[src/rtl/fr_pkg.sv]
package fr_pkg;

  typedef enum logic [2:0] {
    RATE_NONE  = 3'd0,
    RATE_44K1  = 3'd1,
    RATE_48K   = 3'd2,
    RATE_88K2  = 3'd3,
    RATE_96K   = 3'd4,
    RATE_176K4 = 3'd5,
    RATE_192K  = 3'd6
  } rate_e;

  localparam int unsigned NUM_RATES = 6;

  function automatic longint unsigned nominal_hz(rate_e r);
    case (r)
      RATE_44K1:  return 64'd44100;
      RATE_48K:   return 64'd48000;
      RATE_88K2:  return 64'd88200;
      RATE_96K:   return 64'd96000;
      RATE_176K4: return 64'd176400;
      RATE_192K:  return 64'd192000;
      default:    return 64'd0;
    endcase
  endfunction

  // period*hz is compared with the time-base frequency, scaled by 100
  function automatic logic in_window(longint unsigned per, longint unsigned hz,
                                     longint unsigned tb, longint unsigned tol_pct);
    longint unsigned prod;
    prod = per * hz * 64'd100;
    return (prod >= tb * (64'd100 - tol_pct)) && (prod <= tb * (64'd100 + tol_pct));
  endfunction

  function automatic rate_e classify(longint unsigned per, longint unsigned tb,
                                     longint unsigned tol_pct);
    rate_e res;
    res = RATE_NONE;
    for (int i = 1; i <= int'(NUM_RATES); i++) begin
      if (in_window(per, nominal_hz(rate_e'(i)), tb, tol_pct)) res = rate_e'(i);
    end
    return res;
  endfunction

endpackage

[src/rtl/fr_edge_stamp.sv]
module fr_edge_stamp #(
  parameter int TS_W = 32
) (
  input  logic            clk,
  input  logic            rst_n,
  input  logic            wclk_i,
  output logic            frame_stb_o,
  output logic [TS_W-1:0] frame_ts_o
);
  logic [TS_W-1:0] tb_cnt;
  logic [2:0]      sync_q;
  logic            rise;

  assign rise = sync_q[1] & ~sync_q[2];

  always_ff @(posedge clk or negedge rst_n) begin
    if (!rst_n) begin
      tb_cnt      <= '0;
      sync_q      <= '0;
      frame_stb_o <= 1'b0;
      frame_ts_o  <= '0;
    end else begin
      tb_cnt      <= tb_cnt + 1'b1;
      sync_q      <= {sync_q[1:0], wclk_i};
      frame_stb_o <= rise;
      if (rise) frame_ts_o <= tb_cnt;
    end
  end


  stb_single_chk: assert property (@(posedge clk) disable iff (!rst_n)
    frame_stb_o |=> !frame_stb_o);

endmodule

[src/rtl/fr_period.sv]
module fr_period #(
  parameter int TS_W       = 32,
  parameter int PER_W      = 24,
  parameter int AVG_LOG2   = 4,
  parameter int LOSS_TICKS = 100000
) (
  input  logic             clk,
  input  logic             rst_n,
  input  logic             frame_stb_i,
  input  logic [TS_W-1:0]  frame_ts_i,
  output logic             meas_stb_o,
  output logic [PER_W-1:0] avg_per_o,
  output logic             loss_stb_o
);
  localparam int IDLE_W = $clog2(LOSS_TICKS + 1);
  localparam logic [IDLE_W-1:0] LOSS_L = IDLE_W'(LOSS_TICKS);

  logic                anchored;
  logic [TS_W-1:0]     anchor;
  logic [AVG_LOG2-1:0] fcnt;
  logic [IDLE_W-1:0]   idle;
  logic [TS_W-1:0]     span;

  assign span = frame_ts_i - anchor;

  always_ff @(posedge clk or negedge rst_n) begin
    if (!rst_n) begin
      anchored   <= 1'b0;
      anchor     <= '0;
      fcnt       <= '0;
      idle       <= '0;
      meas_stb_o <= 1'b0;
      avg_per_o  <= '0;
      loss_stb_o <= 1'b0;
    end else begin
      meas_stb_o <= 1'b0;
      loss_stb_o <= 1'b0;
      if (frame_stb_i) begin
        idle <= '0;
        if (!anchored) begin
          anchored <= 1'b1;
          anchor   <= frame_ts_i;
          fcnt     <= '0;
        end else begin
          fcnt <= fcnt + 1'b1;
          if (fcnt == '1) begin
            meas_stb_o <= 1'b1;
            avg_per_o  <= PER_W'(span >> AVG_LOG2);
            anchor     <= frame_ts_i;
          end
        end
      end else if (idle < LOSS_L) begin
        idle <= idle + 1'b1;
        if (idle == LOSS_L - 1'b1) begin
          loss_stb_o <= 1'b1;
          anchored   <= 1'b0;
        end
      end
    end
  end


  meas_follows_frame_chk: assert property (@(posedge clk) disable iff (!rst_n)
    meas_stb_o |-> $past(frame_stb_i));


  loss_needs_silence_chk: assert property (@(posedge clk) disable iff (!rst_n)
    loss_stb_o |-> !$past(frame_stb_i));

endmodule

[src/rtl/fr_judge.sv]
module fr_judge
  import fr_pkg::*;
#(
  parameter int PER_W   = 24,
  parameter longint unsigned TB_HZ   = 100000000,
  parameter int TOL_PCT = 2
) (
  input  logic             clk,
  input  logic             rst_n,
  input  logic             meas_stb_i,
  input  logic [PER_W-1:0] avg_per_i,
  input  logic             loss_stb_i,
  output logic [2:0]       rate_o,
  output logic             reconfig_o
);
  rate_e cls, prev, cur;
  logic  commit;

  assign cls    = classify(64'(avg_per_i), TB_HZ, 64'(TOL_PCT));
  assign commit = meas_stb_i && (cls == prev) && (cls != cur);
  assign rate_o = cur;

  always_ff @(posedge clk or negedge rst_n) begin
    if (!rst_n) begin
      prev       <= RATE_NONE;
      cur        <= RATE_NONE;
      reconfig_o <= 1'b0;
    end else begin
      reconfig_o <= 1'b0;
      if (loss_stb_i) begin
        prev <= RATE_NONE;
        cur  <= RATE_NONE;
      end else if (meas_stb_i) begin
        prev <= cls;
        if (commit) begin
          cur        <= cls;
          reconfig_o <= (cls != RATE_NONE);
        end
      end
    end
  end


  reconfig_on_change_chk: assert property (@(posedge clk) disable iff (!rst_n)
    reconfig_o |-> (rate_o != 3'd0) && (rate_o != $past(rate_o)));


  rate_hold_chk: assert property (@(posedge clk) disable iff (!rst_n)
    (!meas_stb_i && !loss_stb_i) |=> $stable(rate_o));


  loss_clears_chk: assert property (@(posedge clk) disable iff (!rst_n)
    loss_stb_i |=> (rate_o == 3'd0) && !reconfig_o);


  unknown_quiet_chk: assert property (@(posedge clk) disable iff (!rst_n)
    (meas_stb_i && cls == RATE_NONE) |=> !reconfig_o);

endmodule

[src/rtl/fr_mute.sv]
module fr_mute #(
  parameter int MS_W      = 8,
  parameter int TICK_DIV  = 1000,
  parameter int TICKS_MS  = 100
) (
  input  logic            clk,
  input  logic            rst_n,
  input  logic [MS_W-1:0] mute_ms_i,
  input  logic            reconfig_i,
  output logic            mute_o
);
  localparam int DIV_W = $clog2(TICK_DIV);
  localparam int CNT_W = MS_W + $clog2(TICKS_MS + 1);
  localparam logic [DIV_W-1:0] DIV_LAST = DIV_W'(TICK_DIV - 1);

  logic [DIV_W-1:0] pre;
  logic [CNT_W-1:0] left;
  logic             boot;
  logic             tick;

  assign tick   = (pre == DIV_LAST);
  assign mute_o = boot || (left != '0);

  always_ff @(posedge clk or negedge rst_n) begin
    if (!rst_n) begin
      boot <= 1'b1;
      left <= '0;
      pre  <= '0;
    end else if (boot || reconfig_i) begin
      boot <= 1'b0;
      left <= CNT_W'(mute_ms_i) * CNT_W'(TICKS_MS);
      pre  <= '0;
    end else begin
      pre <= tick ? '0 : pre + 1'b1;
      if (tick && left != '0) left <= left - 1'b1;
    end
  end


  reload_holds_chk: assert property (@(posedge clk) disable iff (!rst_n)
    (reconfig_i && mute_ms_i != '0) |=> mute_o);


  unmute_on_tick_chk: assert property (@(posedge clk) disable iff (!rst_n)
    $fell(mute_o) |-> $past(tick));

endmodule

[src/rtl/frame_rate_monitor.sv]
module frame_rate_monitor #(
  parameter longint unsigned TB_HZ = 100000000,
  parameter int TS_W     = 32,
  parameter int PER_W    = 24,
  parameter int AVG_LOG2 = 4,
  parameter int TOL_PCT  = 2,
  parameter int MS_W     = 8
) (
  input  logic            clk,
  input  logic            rst_n,
  input  logic            wclk_i,
  input  logic [MS_W-1:0] mute_ms_i,
  output logic            frame_stb_o,
  output logic [TS_W-1:0] frame_ts_o,
  output logic [2:0]      rate_o,
  output logic            reconfig_o,
  output logic            mute_o
);
  localparam int TICK_HZ    = 100000;
  localparam int TICK_DIV   = int'(TB_HZ / TICK_HZ);
  localparam int TICKS_MS   = TICK_HZ / 1000;
  localparam int LOSS_TICKS = int'(TB_HZ / 1000);

  logic             meas_stb;
  logic [PER_W-1:0] avg_per;
  logic             loss_stb;

  fr_edge_stamp #(.TS_W(TS_W)) u_stamp (
    .clk(clk), .rst_n(rst_n), .wclk_i(wclk_i),
    .frame_stb_o(frame_stb_o), .frame_ts_o(frame_ts_o)
  );

  fr_period #(.TS_W(TS_W), .PER_W(PER_W), .AVG_LOG2(AVG_LOG2),
              .LOSS_TICKS(LOSS_TICKS)) u_period (
    .clk(clk), .rst_n(rst_n), .frame_stb_i(frame_stb_o), .frame_ts_i(frame_ts_o),
    .meas_stb_o(meas_stb), .avg_per_o(avg_per), .loss_stb_o(loss_stb)
  );

  fr_judge #(.PER_W(PER_W), .TB_HZ(TB_HZ), .TOL_PCT(TOL_PCT)) u_judge (
    .clk(clk), .rst_n(rst_n), .meas_stb_i(meas_stb), .avg_per_i(avg_per),
    .loss_stb_i(loss_stb), .rate_o(rate_o), .reconfig_o(reconfig_o)
  );

  fr_mute #(.MS_W(MS_W), .TICK_DIV(TICK_DIV), .TICKS_MS(TICKS_MS)) u_mute (
    .clk(clk), .rst_n(rst_n), .mute_ms_i(mute_ms_i), .reconfig_i(reconfig_o),
    .mute_o(mute_o)
  );


  reset_quiet_chk: assert property (@(posedge clk) disable iff (!rst_n)
    $rose(rst_n) |-> (rate_o == 3'd0) && mute_o && !reconfig_o);

endmodule

[config.mk]
export PLATFORM = sky130hd
export DESIGN_NAME = frame_rate_monitor
export DESIGN_NICKNAME = d
export VERILOG_FILES = /design/src/rtl/fr_pkg.sv /design/src/rtl/fr_edge_stamp.sv /design/src/rtl/fr_period.sv /design/src/rtl/fr_judge.sv /design/src/rtl/fr_mute.sv /design/src/rtl/frame_rate_monitor.sv
export SDC_FILE = /design/constraint.sdc
export NUM_CORES = 1
export LEC_CHECK = 0
export BUFFER_PORTS_ARGS = -buffer_cell sky130_fd_sc_hd__buf_2
export CAP_MARGIN = 20
export CORE_AREA = 2 2 230 232
export CTS_CLUSTER_SIZE = 28
export DETAILED_ROUTE_END_ITERATION = 6
export DIE_AREA = 0 0 232 234
export PLACE_DENSITY = 0.71
export SYNTH_ARGS = -nofsm -noshare
export SYNTH_HDL_FRONTEND = slang
export SYNTH_HIERARCHICAL = 1
export SYNTH_SLANG_ARGS = --single-unit
[constraint.sdc]
create_clock -name clk -period 12.8 [get_ports clk]
set_clock_uncertainty 0.15 [all_clocks]
set_input_delay 3.84 -clock clk [delete_from_list [all_inputs] [get_ports clk]]
set_output_delay 3.84 -clock clk [all_outputs]
set_load 0.01 [all_outputs]
* Word-level counts from Yosys, hierarchy flattened
Cells that the tools add are included.
W data, S select, Z words.
** Operators by class
- Add/subtract/negate cells :: 6
- Multiply operators :: 13
- Div/mod/pow operators :: 0
- $lt $le $gt $ge :: 13
- Equal/unequal tests :: 6
- Shift operators :: 0
- Muxes and demuxes :: 32
- Bitwise logic cells :: 2
- Reduce and logical (&&, ||, !) cells :: 22
** Operators with widths (count)
- $ge A64 B34 Y1 const B :: 6
- $le A64 B34 Y1 const B :: 6
- $mul A24 B14 Y38 const B :: 3
- $mul A24 B9 Y33 const B :: 3
- $mul A62 B5 Y60 const B :: 1
- $mul A61 B5 Y59 const B :: 1
- $mul A60 B5 Y58 const B :: 1
- $mul A57 B5 Y55 const B :: 1
- $mul A56 B5 Y54 const B :: 1
- $mux W28 :: 2
- $mul A55 B5 Y53 const B :: 1
- $mux W17 :: 2
- $add A32 B1 Y32 const B :: 1
- $mux W15 :: 2
- $mux W3 :: 10
- $sub A28 B28 Y28 :: 1
- $mux W10 :: 2
- $add A17 B1 Y17 const B :: 1
- $eq A17 B17 Y1 const B :: 1
- $lt A17 B17 Y1 const B :: 1
- $reduce_bool A15 Y1 :: 1
- $sub A15 B1 Y15 const B :: 1
- $mul A8 B5 Y13 const B :: 1
- $mux W1 :: 13
- 16 further kinds :: 31
** Storage, ports and cells
- Bits in registers :: 177
- Latch bits :: 0
- RAM bits :: 0
- ROM bits :: 0
- Input bits :: 11
- Output and inout bits :: 38
- Logic and storage cells :: 111
- Memories :: 0

* Logic depth before layout (Yosys ltp)
- Depth after elaboration :: 16
- Depth in mapped cells :: 47

* Modules after synthesis
Netlist, hierarchy kept.
** By module, submodules not included
- fr_judge :: instances 1, cells each 2226, area an instance 18686.7 um2, sequential area each 175.2 um2
- fr_period :: instances 1, cells each 549, area an instance 4724.5 um2, sequential area each 1901.8 um2
- fr_edge_stamp :: instances 1, cells each 205, area an instance 2757.6 um2, sequential area each 1701.6 um2
- fr_mute :: instances 1, cells each 220, area an instance 2048.2 um2, sequential area each 651.9 um2

* Worst setup path before layout
Ideal clock, no wire load.
- Path type :: flip-flop to flip-flop
- Start point :: reg u_period.avg_per_o[5]
- End point :: reg u_judge.cur[2] (netlist: u_judge/rate_o[2])
- Setup time :: 0.099 ns
- Data arrival time :: 10.533 ns
- Slack :: 2.018 ns
- Stages on the path, launching flop included :: 41
- Buffers on the path :: 1
- Clock period less this slack :: 10.782 ns
- Cells stage by stage :: dfrtp_1 ha_1 inv_1 fa_1 inv_1 fa_1 fa_1 ha_1 fa_1 ha_1 inv_1 o21bai_1 a41oi_1 o21ba_2 o21ai_0 o41ai_1 o21ai_0 o21ai_0 (+5 left out) ha_1 inv_1 fa_1 inv_1 ha_1 clkbuf_1 nand4_1 nor4_2 o2111ai_1 mux2_4 or3_4 or4b_4 a2111oi_2 o311ai_1 or2_0 o22ai_2 a21oi_1 a311oi_1
** Between the ends
- Longest elaborated chain between the ends :: 15
** RTL lines
- start, declared :: line fr_period.sv:12 : output logic [PER_W-1:0] avg_per_o,
- start signal, assigned :: line fr_period.sv:48 : avg_per_o <= PER_W'(span >> AVG_LOG2);
- $mul A24 B14 Y38 :: line fr_pkg.sv:31 : prod = per * hz * 64'd100;
- $mul A62 B5 Y60 :: line fr_pkg.sv:31
- $ge A64 B34 Y1 / $le A64 B34 Y1 (equally long branches) :: line fr_pkg.sv:32 : return (prod >= tb * (64'd100 - tol_pct)) && (prod <= tb * (64'd100 + tol_pct));
- $logic_and A1 B1 Y1 :: line fr_pkg.sv:32
- $mux W1 :: line fr_pkg.sv:40 : if (in_window(per, nominal_hz(rate_e'(i)), tb, tol_pct)) res = rate_e'(i);
- $mux W3 (4 in series) :: line fr_pkg.sv:40
- $mux W3 (*) :: line fr_pkg.sv:40
- $eq A3 B3 Y1 :: line fr_judge.sv:20 : assign commit = meas_stb_i && (cls == prev) && (cls != cur);
- $logic_and A1 B1 Y1 (2 in series) :: line fr_judge.sv:20
- $reduce_bool A2 Y1 (no source line)
- $reduce_and A2 Y1 (no source line)
- end signal, assigned :: line fr_judge.sv:36 : cur <= cls;
- end, declared :: line fr_judge.sv:16 : rate_e cls, prev, cur;
Every way passes the cells marked *; elsewhere a longest branch is shown, timed or not. The select of a mux whose other input is x is not followed.
A chain may end at the register's enable or synchronous reset.

* Worst setup path after layout
- Start point :: reg u_period.avg_per_o[3]
- End point :: reg u_judge.cur[2] (netlist: u_judge/rate_o[2])
Same word-level chain as after synthesis.

==> reports/qor.tcl <==
set qor(run_status) {finished clean}
set qor(drv_slew) 0
set qor(layout.cells.most_common) {inv_1}
set qor(post-route-period-util) 0.9154
set qor(drive_gt1_frac) 0.06085
set qor(final.hold.worst_slack_ns) 0.2163
set qor(holdCritStartpoint) {u_stamp/sync_q[0]}
set qor(largest_net_degree_at_the_start_of_global_routing) 95
set qor(grt.total_usage) 0.2446
set qor(mappedNetlistArea_mm2) 0.02822
set qor(synth_top_flop_cell) {dfrtp_1}
set qor(ys_seq_elements) 177
set qor(synthToLayoutAreaGrowth_pct) 5.370
set qor(cts_hold_buf) 0
set qor(pin_count) 49
set qor(detail_route.first_pass.iterations) 5
set qor(synth_seq_area_share) 0.1570
set qor(post_synth_net_total) 3919
set qor(detailedRoute.firstIterationViolations) 1346
set qor(number_of_diodes_added_for_antenna_fixing) 0
set qor(synth_top_area_frac) 0.2062
set qor(critical_path.startpoint_type) {register}
set qor(crit_fanout) 11
set qor(numClockSinks) 177
set qor(r2r.worst_path.cells) 42
set qor(criticalPathCategory) {register to register}
set qor(die_height_um) 234
set qor(drt_drc_violations_left) 0
set qor(max_freq_mhz) 85.34
set qor(setup_viol_count_final) 0
set qor(synth-warning-count) 6
set qor(timing.rr.start) {u_period/avg_per_o[3]}
set qor(synth-edff-count) 0
set qor(post_synth_num_cell_types) 108
set qor(timing.slew.headroom) 0.3795
set qor(hp-class) {register to register}
set qor(die_area_mm2) 0.05429
set qor(clk_pin_slew_ns) 0.08
set qor(drv_cap) 0
set qor(synth.avg_cell_area_um2) 8.818
set qor(hold-path-cell-count) 0
set qor(htree_levels) 4
set qor(hpwl_mm) 53.95
set qor(grt_overflow) 0
set qor(detail-route-antenna-nets) 0
set qor(grtUsageMet1) 0.3234
set qor(layout.nets) 3927
set qor(core.rowCount) 84
set qor(finalSetupTns_ns) 0
set qor(cts_max_path_buffers) 2
set qor(grt.busiest_layer) {met2}
set qor(ys_async_sr_fraction) 1.000
set qor(routed-via-count) 22420
set qor(insertion_delay_ns) 0.46
set qor(worst-endpoint-required_ns) 13.01
set qor(die_x_um) 232
set qor(sequential_cell_area_mm2) 0.004431
set qor(use_met2) 0.4188
set qor(via_per_inst) 5.734
set qor(endpoint_kind) {register}
set qor(tritoncts.num_buffers) 17
set qor(yosys.area.top_type) {ha_1}
set qor(floorplan.initialDensity) 0.5424
set qor(rsz_0062_raised_after_global_routing) {false}
set qor(post_cts_buffers) 0
set qor(area_of_combinational_cells_with_multiple_inputs_mm2) 0.02131
set qor(timing.final.hold_violations) 0
set qor(layout.cells.most_common_list) {inv_1 (581), ha_1 (465), fa_1 (243)}
set qor(gp_congestion) 0.9263
set qor(postSynthCellCount) 3200
set qor(grt_util_met3) 0.03283
set qor(finalCriticalPeriod_ns) 11.72
set qor(tritoncts) {built}
set qor(wl_mm) 65.29
set qor(critPathSlowestCell) {dfrtp_1}
set qor(regToRegSetupSlack_ns) 1.08
set qor(port_buffers) 48
set qor(yosys-top-cells-area) {ha_1 (21%), fa_1 (17%), dfrtp_1 (16%), inv_1 (7.7%), xnor2_1 (3.3%)}
set qor(fillerInstances) 4569
set qor(timing_worst_slew_pin_value_ns) 0.9222
set qor(core_area_mm2) 0.05202
set qor(grt_first_pass_wirelength_mm) 109.2
set qor(reg2reg_to) {u_judge/rate_o[2]}
set qor(crit_path_max_incr_delay_ns) 0.69
set qor(arrival_time_worst_endpoint_ns) 11.93
set qor(first_global_vias) 22750
set qor(wl_per_cell_um) 16.70
set qor(clock_tree.root_cell) {clkbuf_16}
set qor(antenna_found_initial) 1
set qor(holdPathEnd) {u_stamp/sync_q[1]}
-- Yosys cell counts, types with 31 or more instances --
cell type    n
clkbuf_1    36
o21ai_0    132
nand3_1     83
dfrtp_1    176
xor2_1      87
nor3_1      55
xnor2_1    107
a21oi_1    142
inv_1      581
a21o_1      56
nor2_1     180
ha_1       465
nand2_1    188
a31oi_1     32
fa_1       243
mux2_2      31
-- sequential cells by signal, summed over array words and instances (netlist names), 4 cells and up --
name,cells
u_mute/left,15
u_stamp/tb_cnt,32
u_period/avg_per_o,24
u_period/anchor,28
u_mute/pre,10
u_period/fcnt,4
u_period/idle,17
u_stamp/frame_ts_o,32
-- layer usage --
metal | share of wire | vias to the layer above
met5 | 0.00020 | -
li1 | - | 10930
met3 | 0.044 | 92
met1 | 0.45 | 10910
met4 | 0.022 | 2
met2 | 0.48 | 488
-- area by class of cell --
cell class,count,share of cell area
repair buffers,56,0.01107
inverters,581,0.07335
well taps,688,0.02895
clock inverters,14,0.005976
multi-input cells,2375,0.7169
flip-flops and latches,177,0.1490
clock buffers,18,0.01477
-- worst max path at each step --
stage / startpoint / end / cells after the start
floorplan: u_period/avg_per_o[5] / u_judge/rate_o[2] / 40
global placement: u_period/avg_per_o[3] / u_judge/rate_o[2] / 41
detailed placement: u_period/avg_per_o[3] / u_judge/rate_o[2] / 41
CTS: u_period/avg_per_o[3] / u_judge/rate_o[2] / 41
global route: u_period/avg_per_o[3] / u_judge/rate_o[2] / 43
finish: u_period/avg_per_o[3] / u_judge/rate_o[2] / 42
-- worst max-delay path: cells and delay by family (launching register included) --
family	cells	cell delay [ns]
AOI/OAI and AO/OA	19	4.13
xor gates and xnor gates	1	0.39
adders and majority gates	11	4.32
buffers and inverters	6	0.47
DFF	1	0.69
and+or+nand+nor	5	1.49
-- logic make-up (layout without fill, tap and decap cells) --
family / count (synthesis) / count (layout) / share of synthesized area
XOR/XNOR: 194 / 194 / 0.06022
AO/OA/AOI/OAI: 636 / 636 / 0.1520
buffers and inverters: 648 / 669 / 0.08824
AND/OR/NAND/NOR: 784 / 784 / 0.1437
adder cells (fa/ha/maj): 708 / 708 / 0.3786
multiplexers: 52 / 52 / 0.02004
flip-flops: 177 / 177 / 0.1570
other: 1 / 1 / 0.0001329
-- per-stage QoR --
stage	cells	worst slack, ns	utilization	cell area (µm²)
after floorplan	3200	2.018	-	28220
after global placement	3876	1.229	0.5591	29090
after global routing	3909	0.1019	0.5715	29730
after detailed placement	3876	0.8196	0.5591	29090
final	3909	1.083	0.5715	29730
after CTS	3908	0.7780	0.5710	29700
-- timing repair --
item / CTS / global route
endpoints found under the setup margin: 0 / 3
resized for setup: 0 / 2
hold endpoints to repair: 0 / 0
Power is not shown: default switching activity piles up to over one toggle a cycle in this logic, so the estimate is an artifact.
